$ cat config.mk
export PLATFORM = sky130hd
export DESIGN_NAME = irq_share_router
export DESIGN_NICKNAME = d
export VERILOG_FILES = /design/src/rtl/irq_rtr_pkg.sv /design/src/rtl/irq_mode_regs.sv /design/src/rtl/irq_route_table.sv /design/src/rtl/irq_event_queue.sv /design/src/rtl/irq_hold_engine.sv /design/src/rtl/irq_share_router.sv
export SDC_FILE = /design/constraint.sdc
export NUM_CORES = 2
export LEC_CHECK = 0
export ABC_CLOCK_PERIOD_IN_PS = 20700
export BUFFER_PORTS_ARGS = -buffer_cell sky130_fd_sc_hd__buf_2
export CAP_MARGIN = 0
export CELL_PAD_IN_SITES_DETAIL_PLACEMENT = 1
export CELL_PAD_IN_SITES_GLOBAL_PLACEMENT = 2
export CORE_MARGIN = 8
export CORE_UTILIZATION = 40
export CTS_CLUSTER_DIAMETER = 120
export CTS_CLUSTER_SIZE = 40
export DETAILED_ROUTE_END_ITERATION = 10
export PLACE_DENSITY = 0.88
export SYNTH_ARGS = -nofsm -noshare
export SYNTH_HDL_FRONTEND = slang
export SYNTH_HIERARCHICAL = 1
export SYNTH_SLANG_ARGS = --single-unit
$ cat constraint.sdc
create_clock -name clk -period 20.7 [get_ports clk]
set_input_delay 4.14 -clock clk [delete_from_list [all_inputs] [get_ports clk]]
set_output_delay 4.14 -clock clk [all_outputs]
set_load 0.02 [all_outputs]
$ cat src/rtl/irq_rtr_pkg.sv
package irq_rtr_pkg;

  localparam int NUM_IRQ   = 16;
  localparam int HOLD_W    = 32;
  localparam int NUM_LINKS = 4;
  localparam int NUM_BRD   = 2;
  localparam int PIN_CODE0 = 1;  // map byte that selects link 0

  typedef enum logic [1:0] {
    CFG_LINK_IRQ = 2'd0,
    CFG_BRD_IRQ  = 2'd1,
    CFG_BRD_EN   = 2'd2,
    CFG_PIN_MAP  = 2'd3
  } cfg_kind_e;

  typedef struct packed {
    logic       off;
    logic [3:0] irq;
  } irq_sel_t;

  typedef struct packed {
    logic       routed;
    logic [1:0] link;
  } pin_map_t;

  function automatic logic [7:0] mask_mode_lo(input logic [7:0] v);
    return v & 8'hF8;
  endfunction

  function automatic logic [7:0] mask_mode_hi(input logic [7:0] v);
    return v & 8'hDE;
  endfunction

  function automatic irq_sel_t decode_irq(input logic [7:0] v);
    irq_sel_t s;
    s.off = (v > 8'd15);
    s.irq = v[3:0];
    return s;
  endfunction

  function automatic pin_map_t decode_pin(input logic [7:0] v);
    pin_map_t p;
    logic [7:0] d;
    d        = v - 8'(PIN_CODE0);
    p.routed = (v != 8'd0);
    p.link   = d[1:0];
    return p;
  endfunction

  function automatic logic [NUM_IRQ-1:0] line_vec(input logic [3:0] n);
    return NUM_IRQ'(1) << n;
  endfunction

endpackage

$ cat src/rtl/irq_mode_regs.sv
module irq_mode_regs
  import irq_rtr_pkg::*;
#(
  parameter logic [15:0] BASE = 16'h04D0
) (
  input  logic        clk,
  input  logic        rst_n,
  input  logic        soft_rst,
  input  logic        io_wr,
  input  logic [15:0] io_addr,
  input  logic [7:0]  io_wdata,
  output logic [7:0]  io_rdata,
  output logic [15:0] level_map
);
  localparam logic [15:0] ADDR_HI = BASE + 16'd1;

  logic [7:0] mode_lo_q, mode_hi_q;

  always_ff @(posedge clk or negedge rst_n) begin
    if (!rst_n) begin
      mode_lo_q <= 8'h00;
      mode_hi_q <= 8'h00;
    end else if (soft_rst) begin
      mode_lo_q <= 8'h00;
      mode_hi_q <= 8'h00;
    end else if (io_wr) begin
      if (io_addr == BASE)    mode_lo_q <= mask_mode_lo(io_wdata);
      if (io_addr == ADDR_HI) mode_hi_q <= mask_mode_hi(io_wdata);
    end
  end

  always_comb begin
    if (io_addr == BASE)         io_rdata = mode_lo_q;
    else if (io_addr == ADDR_HI) io_rdata = mode_hi_q;
    else                         io_rdata = 8'hFF;
  end

  assign level_map = {mode_hi_q, mode_lo_q};

endmodule

$ cat src/rtl/irq_route_table.sv
module irq_route_table
  import irq_rtr_pkg::*;
#(
  parameter int NUM_SLOTS = 8
) (
  input  logic                            clk,
  input  logic                            rst_n,
  input  logic                            cfg_we,
  input  cfg_kind_e                       cfg_kind,
  input  logic [7:0]                      cfg_index,
  input  logic [7:0]                      cfg_value,
  output irq_sel_t [NUM_LINKS-1:0]        link_sel,
  output irq_sel_t [NUM_BRD-1:0]          brd_sel,
  output logic [NUM_BRD-1:0]              brd_en,
  output pin_map_t [NUM_SLOTS*4-1:0]      pin_map
);
  localparam int NPINS = NUM_SLOTS * 4;
  localparam irq_sel_t SEL_OFF = '{off: 1'b1, irq: 4'hF};

  for (genvar l = 0; l < NUM_LINKS; l++) begin : g_link
    always_ff @(posedge clk or negedge rst_n) begin
      if (!rst_n) link_sel[l] <= SEL_OFF;
      else if (cfg_we && cfg_kind == CFG_LINK_IRQ && cfg_index == 8'(l))
        link_sel[l] <= decode_irq(cfg_value);
    end
  end

  for (genvar b = 0; b < NUM_BRD; b++) begin : g_brd
    always_ff @(posedge clk or negedge rst_n) begin
      if (!rst_n) begin
        brd_sel[b] <= SEL_OFF;
        brd_en[b]  <= 1'b0;
      end else if (cfg_we && cfg_index == 8'(b)) begin
        if (cfg_kind == CFG_BRD_IRQ) brd_sel[b] <= decode_irq(cfg_value);
        if (cfg_kind == CFG_BRD_EN)  brd_en[b]  <= cfg_value[0];
      end
    end
  end

  for (genvar p = 0; p < NPINS; p++) begin : g_pin
    always_ff @(posedge clk or negedge rst_n) begin
      if (!rst_n) pin_map[p] <= '0;
      else if (cfg_we && cfg_kind == CFG_PIN_MAP && cfg_index == 8'(p))
        pin_map[p] <= decode_pin(cfg_value);
    end
  end

endmodule

$ cat src/rtl/irq_event_queue.sv
module irq_event_queue #(
  parameter int NSRC  = 34,
  localparam int IDX_W = $clog2(NSRC)
) (
  input  logic             clk,
  input  logic             rst_n,
  input  logic             stall,
  input  logic [NSRC-1:0]  req_set,
  input  logic [NSRC-1:0]  req_clr,
  output logic             gnt_valid,
  output logic [IDX_W-1:0] gnt_idx,
  output logic             gnt_clear
);
  logic [NSRC-1:0] set_p, clr_p, busy;

  assign busy = set_p | clr_p;

  // lowest pending index wins
  always_comb begin
    gnt_idx = '0;
    for (int i = NSRC - 1; i >= 0; i--)
      if (busy[i]) gnt_idx = IDX_W'(i);
  end

  assign gnt_valid = (|busy) && !stall;
  assign gnt_clear = clr_p[gnt_idx];

  always_ff @(posedge clk or negedge rst_n) begin
    if (!rst_n) begin
      set_p <= '0;
      clr_p <= '0;
    end else begin
      for (int i = 0; i < NSRC; i++) begin
        if (req_clr[i]) begin
          clr_p[i] <= 1'b1;
          set_p[i] <= 1'b0;
        end else if (req_set[i]) begin
          set_p[i] <= 1'b1;
          clr_p[i] <= 1'b0;
        end else if (gnt_valid && gnt_idx == IDX_W'(i)) begin
          set_p[i] <= 1'b0;
          clr_p[i] <= 1'b0;
        end
      end
    end
  end

endmodule

$ cat src/rtl/irq_hold_engine.sv
module irq_hold_engine
  import irq_rtr_pkg::*;
#(
  localparam int BIT_W = $clog2(HOLD_W)
) (
  input  logic               clk,
  input  logic               rst_n,
  input  logic               soft_rst,
  input  logic               ev_valid,
  input  logic               ev_clear,
  input  logic               ev_off,
  input  logic [3:0]         ev_irq,
  input  logic [BIT_W-1:0]   ev_bit,
  input  logic [NUM_IRQ-1:0] level_map,
  output logic [NUM_IRQ-1:0] irq_raise,
  output logic [NUM_IRQ-1:0] irq_clear,
  output logic [NUM_IRQ-1:0] line_held
);
  logic [HOLD_W-1:0] hold_q [NUM_IRQ];
  logic              lvl, mine, others, live;
  logic              do_raise, do_clear, take_bit, drop_bit;
  logic [HOLD_W-1:0] own_bit;

  for (genvar l = 0; l < NUM_IRQ; l++) begin : g_held
    assign line_held[l] = |hold_q[l];
  end

  always_comb begin
    own_bit  = HOLD_W'(1) << ev_bit;
    lvl      = level_map[ev_irq];
    mine     = |(hold_q[ev_irq] & own_bit);
    others   = |(hold_q[ev_irq] & ~own_bit);
    live     = ev_valid && !ev_off;
    do_raise = live && !ev_clear && (!lvl || !line_held[ev_irq]);
    take_bit = live && !ev_clear && lvl;
    drop_bit = live && ev_clear && lvl && mine;
    do_clear = live && ev_clear && (!lvl || (mine && !others));
  end

  always_ff @(posedge clk or negedge rst_n) begin
    if (!rst_n) begin
      for (int l = 0; l < NUM_IRQ; l++) hold_q[l] <= '0;
      irq_raise <= '0;
      irq_clear <= '0;
    end else if (soft_rst) begin
      for (int l = 0; l < NUM_IRQ; l++) hold_q[l] <= '0;
      irq_raise <= '0;
      irq_clear <= line_held;
    end else begin
      irq_raise <= do_raise ? line_vec(ev_irq) : '0;
      irq_clear <= do_clear ? line_vec(ev_irq) : '0;
      if (take_bit) hold_q[ev_irq] <= hold_q[ev_irq] | own_bit;
      if (drop_bit) hold_q[ev_irq] <= hold_q[ev_irq] & ~own_bit;
    end
  end

endmodule

$ cat src/rtl/irq_share_router.sv
module irq_share_router
  import irq_rtr_pkg::*;
#(
  parameter int          NUM_SLOTS = 8,
  parameter logic [15:0] ELCR_BASE = 16'h04D0
) (
  input  logic                   clk,
  input  logic                   rst_n,
  input  logic                   soft_rst,
  input  logic                   io_wr,
  input  logic [15:0]            io_addr,
  input  logic [7:0]             io_wdata,
  output logic [7:0]             io_rdata,
  input  logic                   cfg_we,
  input  logic [1:0]             cfg_kind,
  input  logic [7:0]             cfg_index,
  input  logic [7:0]             cfg_value,
  input  logic [NUM_SLOTS*4-1:0] slot_set,
  input  logic [NUM_SLOTS*4-1:0] slot_clr,
  input  logic [1:0]             brd_set,
  input  logic [1:0]             brd_clr,
  output logic [15:0]            irq_raise,
  output logic [15:0]            irq_clear
);
  localparam int NPINS = NUM_SLOTS * 4;
  localparam int NSRC  = NPINS + NUM_BRD;
  localparam int IDX_W = $clog2(NSRC);
  localparam int PIN_W = $clog2(NPINS);
  localparam int BIT_W = $clog2(HOLD_W);

  irq_sel_t [NUM_LINKS-1:0] link_sel;
  irq_sel_t [NUM_BRD-1:0]   brd_sel;
  logic [NUM_BRD-1:0]       brd_en;
  pin_map_t [NPINS-1:0]     pin_map;
  logic [NUM_IRQ-1:0]       level_map;
  logic [NUM_IRQ-1:0]       line_held;

  logic             gnt_valid, gnt_clear;
  logic [IDX_W-1:0] gnt_idx;
  logic             ev_off;
  logic [3:0]       ev_irq;
  logic [BIT_W-1:0] ev_bit;
  pin_map_t         pm;
  irq_sel_t         sel;

  irq_mode_regs #(.BASE(ELCR_BASE)) u_mode (
    .clk, .rst_n, .soft_rst, .io_wr, .io_addr, .io_wdata, .io_rdata, .level_map
  );

  irq_route_table #(.NUM_SLOTS(NUM_SLOTS)) u_table (
    .clk, .rst_n, .cfg_we,
    .cfg_kind (cfg_kind_e'(cfg_kind)),
    .cfg_index, .cfg_value, .link_sel, .brd_sel, .brd_en, .pin_map
  );

  irq_event_queue #(.NSRC(NSRC)) u_queue (
    .clk, .rst_n,
    .stall     (soft_rst),
    .req_set   ({brd_set, slot_set}),
    .req_clr   ({brd_clr, slot_clr}),
    .gnt_valid, .gnt_idx, .gnt_clear
  );

  // resolve the granted source to a line, a holder bit and an enable
  always_comb begin
    pm = pin_map[gnt_idx[PIN_W-1:0]];
    if (gnt_idx < IDX_W'(NPINS)) begin
      sel    = link_sel[pm.link];
      ev_off = !pm.routed || sel.off;
      ev_bit = BIT_W'(gnt_idx >> 2);
    end else begin
      // NPINS is a multiple of four, so bit 0 names the on-board source
      sel    = brd_sel[gnt_idx[0]];
      ev_off = !brd_en[gnt_idx[0]] || sel.off;
      ev_bit = BIT_W'(HOLD_W - 2 + int'(gnt_idx[0]));
    end
    ev_irq = sel.irq;
  end

  irq_hold_engine u_engine (
    .clk, .rst_n, .soft_rst,
    .ev_valid (gnt_valid),
    .ev_clear (gnt_clear),
    .ev_off, .ev_irq, .ev_bit, .level_map,
    .irq_raise, .irq_clear, .line_held
  );

endmodule

## Yosys cells after proc, flatten, opt, wreduce, memory -nomap -nowiden

Cells that the tools add are included.

| word-level totals | value |
|---|---|
| register bits after elaboration | 756 |
| input bits | 115 |
| output and inout port bits | 40 |
| word-level logic and storage cells | 661 |

| cells by class | value |
|---|---|
| add/subtract/negate cells | 2 |
| order comparisons | 9 |
| equal/unequal tests | 69 |
| shifts and indexed selects | 2 |
| multiplexer cells | 244 |
| bitwise logic cells | 6 |
| reductions and logical operators | 163 |

Operators with widths:

| operator | count |
|---|---|
| two-way mux 512 bit | 4 |
| bitwise mux 512 bit | 2 |
| OR reduction 32 bit | 18 |
| two-way mux 6 bit | 34 |
| two-way mux 1 bit | 176 |
| binary-select mux 32 bit (select 4 bit) | 1 |
| demux 32 bit (select 4 bit) | 1 |
| == test 8 x 5 -> 1 bit, second input constant | 16 |
| nonzero test 3 bit | 34 |
| == test 6 x 5 -> 1 bit, second input constant | 16 |
| two-way mux 32 bit | 3 |
| logical AND 1 bit | 85 |
| bitwise AND 32 bit | 2 |
| == test 8 x 4 -> 1 bit, second input constant | 8 |
| two-way mux 16 bit | 4 |
| two-way mux 8 bit | 8 |
| == test 6 x 4 -> 1 bit, second input constant | 8 |
| bitwise OR 34 bit | 1 |
| OR reduction 34 bit | 1 |
| == test 16 x 11 -> 1 bit, second input constant | 2 |
| == test 8 x 3 -> 1 bit, second input constant | 4 |
| NOT 32 bit | 1 |
| bitwise OR 32 bit | 1 |
| left shift 1 x 5 -> 32 bit, first input constant | 1 |
| 36 further kinds | 64 |

## Depth between registers and ports, before layout

| depth | value |
|---|---|
| word-level depth | 52 |
| mapped depth | 36 |
| mapped depth without buffers | 22 |

## Modules after synthesis

The synthesis kept the hierarchy.

Modules (own cells, without submodules):

| module | times used | cells each | area each (sq um) | sequential area each (sq um) |
|---|---|---|---|---|
| irq_hold_engine | 1 | 3283 | 32951.6 | 13613.1 |
| irq_route_table | 1 | 376 | 5746.8 | 3240.6 |
| irq_event_queue | 1 | 424 | 3727.3 | 1701.6 |
| irq_share_router | 1 | 128 | 1173.6 | 0.0 |
| irq_mode_regs | 1 | 79 | 709.4 | 275.3 |

## Worst setup path after synthesis

OpenSTA, ideal clock, no wires.

| timing | value |
|---|---|
| kind | in2out |
| from | input port io_addr[11] |
| to | output port io_rdata[5] |
| arrival time | 5.059 ns |
| required time | 16.560 ns |
| slack | 11.501 ns |
| cell stages on the path | 5 |
| path buffers | 2 |
| cells stage by stage | nor4b_2 > and4_1 > buf_6 > buf_8 > o21ai_0 |

| between the ends | value |
|---|---|
| longest elaborated chain between the ends | 3 |
| elaborated cells between the ends (all ways) | 4 |
| classes of those cells | 2 x eq/ne; 2 x mux |

RTL lines:

| item | RTL line | text |
|---|---|---|
| from (decl) | irq_share_router.sv:11 | `input logic [15:0] io_addr,` |
| == test 16 x 11 -> 1 bit | irq_mode_regs.sv:34 | `else if (io_addr == ADDR_HI) io_rdata = mode_hi_q;` |
| two-way mux 8 bit | irq_mode_regs.sv:34 |  |
| two-way mux 8 bit (*) | irq_mode_regs.sv:33 | `if (io_addr == BASE) io_rdata = mode_lo_q;` |
| to (decl) | irq_share_router.sv:13 | `output logic [7:0] io_rdata,` |

Mark *: on every way between the ends. The rest lies on a longest branch, timed or not.

==> results.ini <==
[sta]
tightest_slew_ps = 1330
slew_violations = 0
hold_viol_final = 0
max_freq_mhz = 85.8
rsz0062_at_grt = no
fin_setup_tns_ps = 0
relSlewSlack_pct = 11.2
fin_skew_ps = 68.4
finalCriticalPeriod_ps = 11650
timing.final.crit_share_pct = 56.3
finalSetupViolCount = 0

[yosys]
mappedNetlistArea_um2 = 44300
syn-instance-count = 4277
yosys_warnings = 6
syn_area_per_cell_um2 = 10.3

[worst_setup_path]
slowest_delay_ps = 930
worstPathRequired_ps = 21290
cp_common_cell = buf_4
worst_r2r_startpoint = u_queue/clr_p[21]$_DFFE_PN0P_
rr_worst_depth = 27
setup.worst_path.start_class = flop
r2r_end = u_engine/hold_q[225]$_DFF_PN0_
slowest_stage = nor4_1
path_buf_inv = 8
cp_top_family = simple AND/OR/NAND/NOR gates
cp-startpoint = u_queue/clr_p[21]$_DFFE_PN0P_
cp_max_fo = 51
cp.arrival_ps = 12240
r2r_setup_slack_ps = 9050
path_class = reg2reg
end_kind = flop

[place]
gp_congestion = 1.05
portBuffers = 153
hpwl_mm = 137

[route]
num_vias = 40100
wl_met2_mm = 84.6
dr.pass1.iters = 9
ant_nets = 0
met3_length_mm = 19.4
drc_errors = 0
drtIter0Drc = 5483
wl_mm = 194
routedWlPerCell_um = 34.0
top_layer = met5
routedLengthMet1_mm = 76.8
routed_via_density = 7.03

[pwr]
vdd_ir_drop_max_uv = 66.0
p_leak_nw = 19.4
switching_share_pct = 29.4
p_per_area_nw_per_um2 = 55.5
pwr-share-seq_pct = 56.8
power_frac_comb_pct = 9.8
power.switching_w = 0.000773
intPower_w = 0.00186
pwr-share-clk_pct = 33.3

[die]
dieWidth_um = 349
die_area_um2 = 122000
rows = 122
ios = 155
die_y_um = 349
design.core.area_um2 = 110000
start_util_pct = 40.2

[final_layout]
fill_cells = 12200
multi_input_area_um2 = 23400
nNetsFinal = 4313
mostFrequentLayoutCell = dfrtp_1
final_cell_mix = dfrtp_1, a21oi_1, nor2_1, o221a_2, mux2i_1
register_area_um2 = 18800
drive_above_1_share_pct = 24.3
area_growth_pct = 7.23
utilization_pct = 43.1

[clocking]
cts-hold-fix-buffers = 0
clk_pin_slew_worst_paths_ps = 130
ctsResizeCount = 0
cts.path.max_buffers = 3
cts_buffers = 29
cts-root-buf = clkbuf_16
cts_setup_buffers = 0
clk_latency_ps = 740
cts_max_level = 1
cts_tree = built
cts.sinks = 751

[grt]
grt_pass1_vias = 40800
gr-total-overflow = 0
grt_max_degree = 142
grt_use_total_pct = 30.8
antenna_found_initial = 5
grt_pass1_wl_mm = 286

[min_path]
min_path_type = reg2reg
holdPathStages = 1
hold_end = u_table/brd_en[0]$_DFFE_PN0P_
hp-start = u_table/brd_en[0]$_DFFE_PN0P_

[run_status]
outcome = finished, final reports clean

[job]
max-cap-violations = 0

[cell type report]
type / instances / area share (%)
antenna: 2 / 0.0105
clock buffer: 31 / 1.54
clock inverter: 22 / 0.799
inverter: 89 / 0.707
multi-input combinational: 3021 / 49.2
sequential: 751 / 39.7
tap: 1488 / 3.92
timing repair buffer: 305 / 4.14
[state kept, by name, indices dropped and copies added, names as in the netlist]
| name | count |
|---|---|
| u_engine/irq_raise | 16 |
| u_table/link_sel | 20 |
| u_queue/clr_p | 34 |
| u_table/brd_en | 2 |
| u_mode/mode_lo_q | 5 |
| u_table/brd_sel | 10 |
| u_engine/hold_q | 512 |
| u_queue/set_p | 34 |
| u_engine/irq_clear | 16 |
| u_table/pin_map | 96 |
| u_mode/mode_hi_q | 6 |
[per-layer routing]
metal  vias up  GRT usage [%]
li1      16200              -
met1     20900           41.0
met2      2489           46.4
met3       603           7.14
met4         4           16.8
met5         -              0
[worst register-to-register path, cell delays in order (launching register included)]
cell       delay [ps]
dfrtp_1           440
nor4_1            930
a21boi_0          290
a211oi_1          120
nor2_1            680
nand3_1           230
inv_2              90
buf_4             670
mux2i_1           260
a22oi_1           330
a21o_1            260
and4_1            580
mux2i_1           220
a221oi_4          330
buf_4             700
buf_4             750
clkinv_1          160
buf_4             340
mux2i_1           430
nor3_1            200
a2111oi_0         560
o2111ai_1         370
nor4_4            320
buf_4             430
a211oi_4          130
buf_4             270
nand2b_1          840
o221a_2           600
[worst max-delay path by stage]
stage	to	cells after the start
after floorplan	io_rdata[5]	5
after global placement	u_engine/hold_q[252]$_DFF_PN0_	27
after detailed placement	u_engine/hold_q[251]$_DFF_PN0_	27
after CTS	u_engine/hold_q[225]$_DFF_PN0_	27
after global routing	u_engine/hold_q[226]$_DFF_PN0_	27
final	u_engine/hold_q[225]$_DFF_PN0_	27
[power groups by stage]
stage	Clock (W)	Combinational [W]	Sequential [W]
finish	0.000878	0.000258	0.00150
global route	0.000925	0.000272	0.00150
CTS	0.000886	0.000251	0.00150
detailed placement	0	0.000250	0.00152
global placement	0	0.000245	0.00152
floorplan	0	0.000140	0.00152
[metrics by stage]
stage	instance area (µm²)	instances	worst slack, ps	power, W	hold slack, ps
6_report	47500	5709	9050	0.00263	501
4_1_cts	47500	5707	9550	0.00263	508
2_1_floorplan	44300	4281	11500	0.00166	457
5_1_grt	47500	5709	8780	0.00270	514
3_3_place_gp	46300	5654	9620	0.00177	467
3_5_place_dp	46300	5654	9670	0.00177	477
Note: power is estimated with default switching activity, not from simulation.
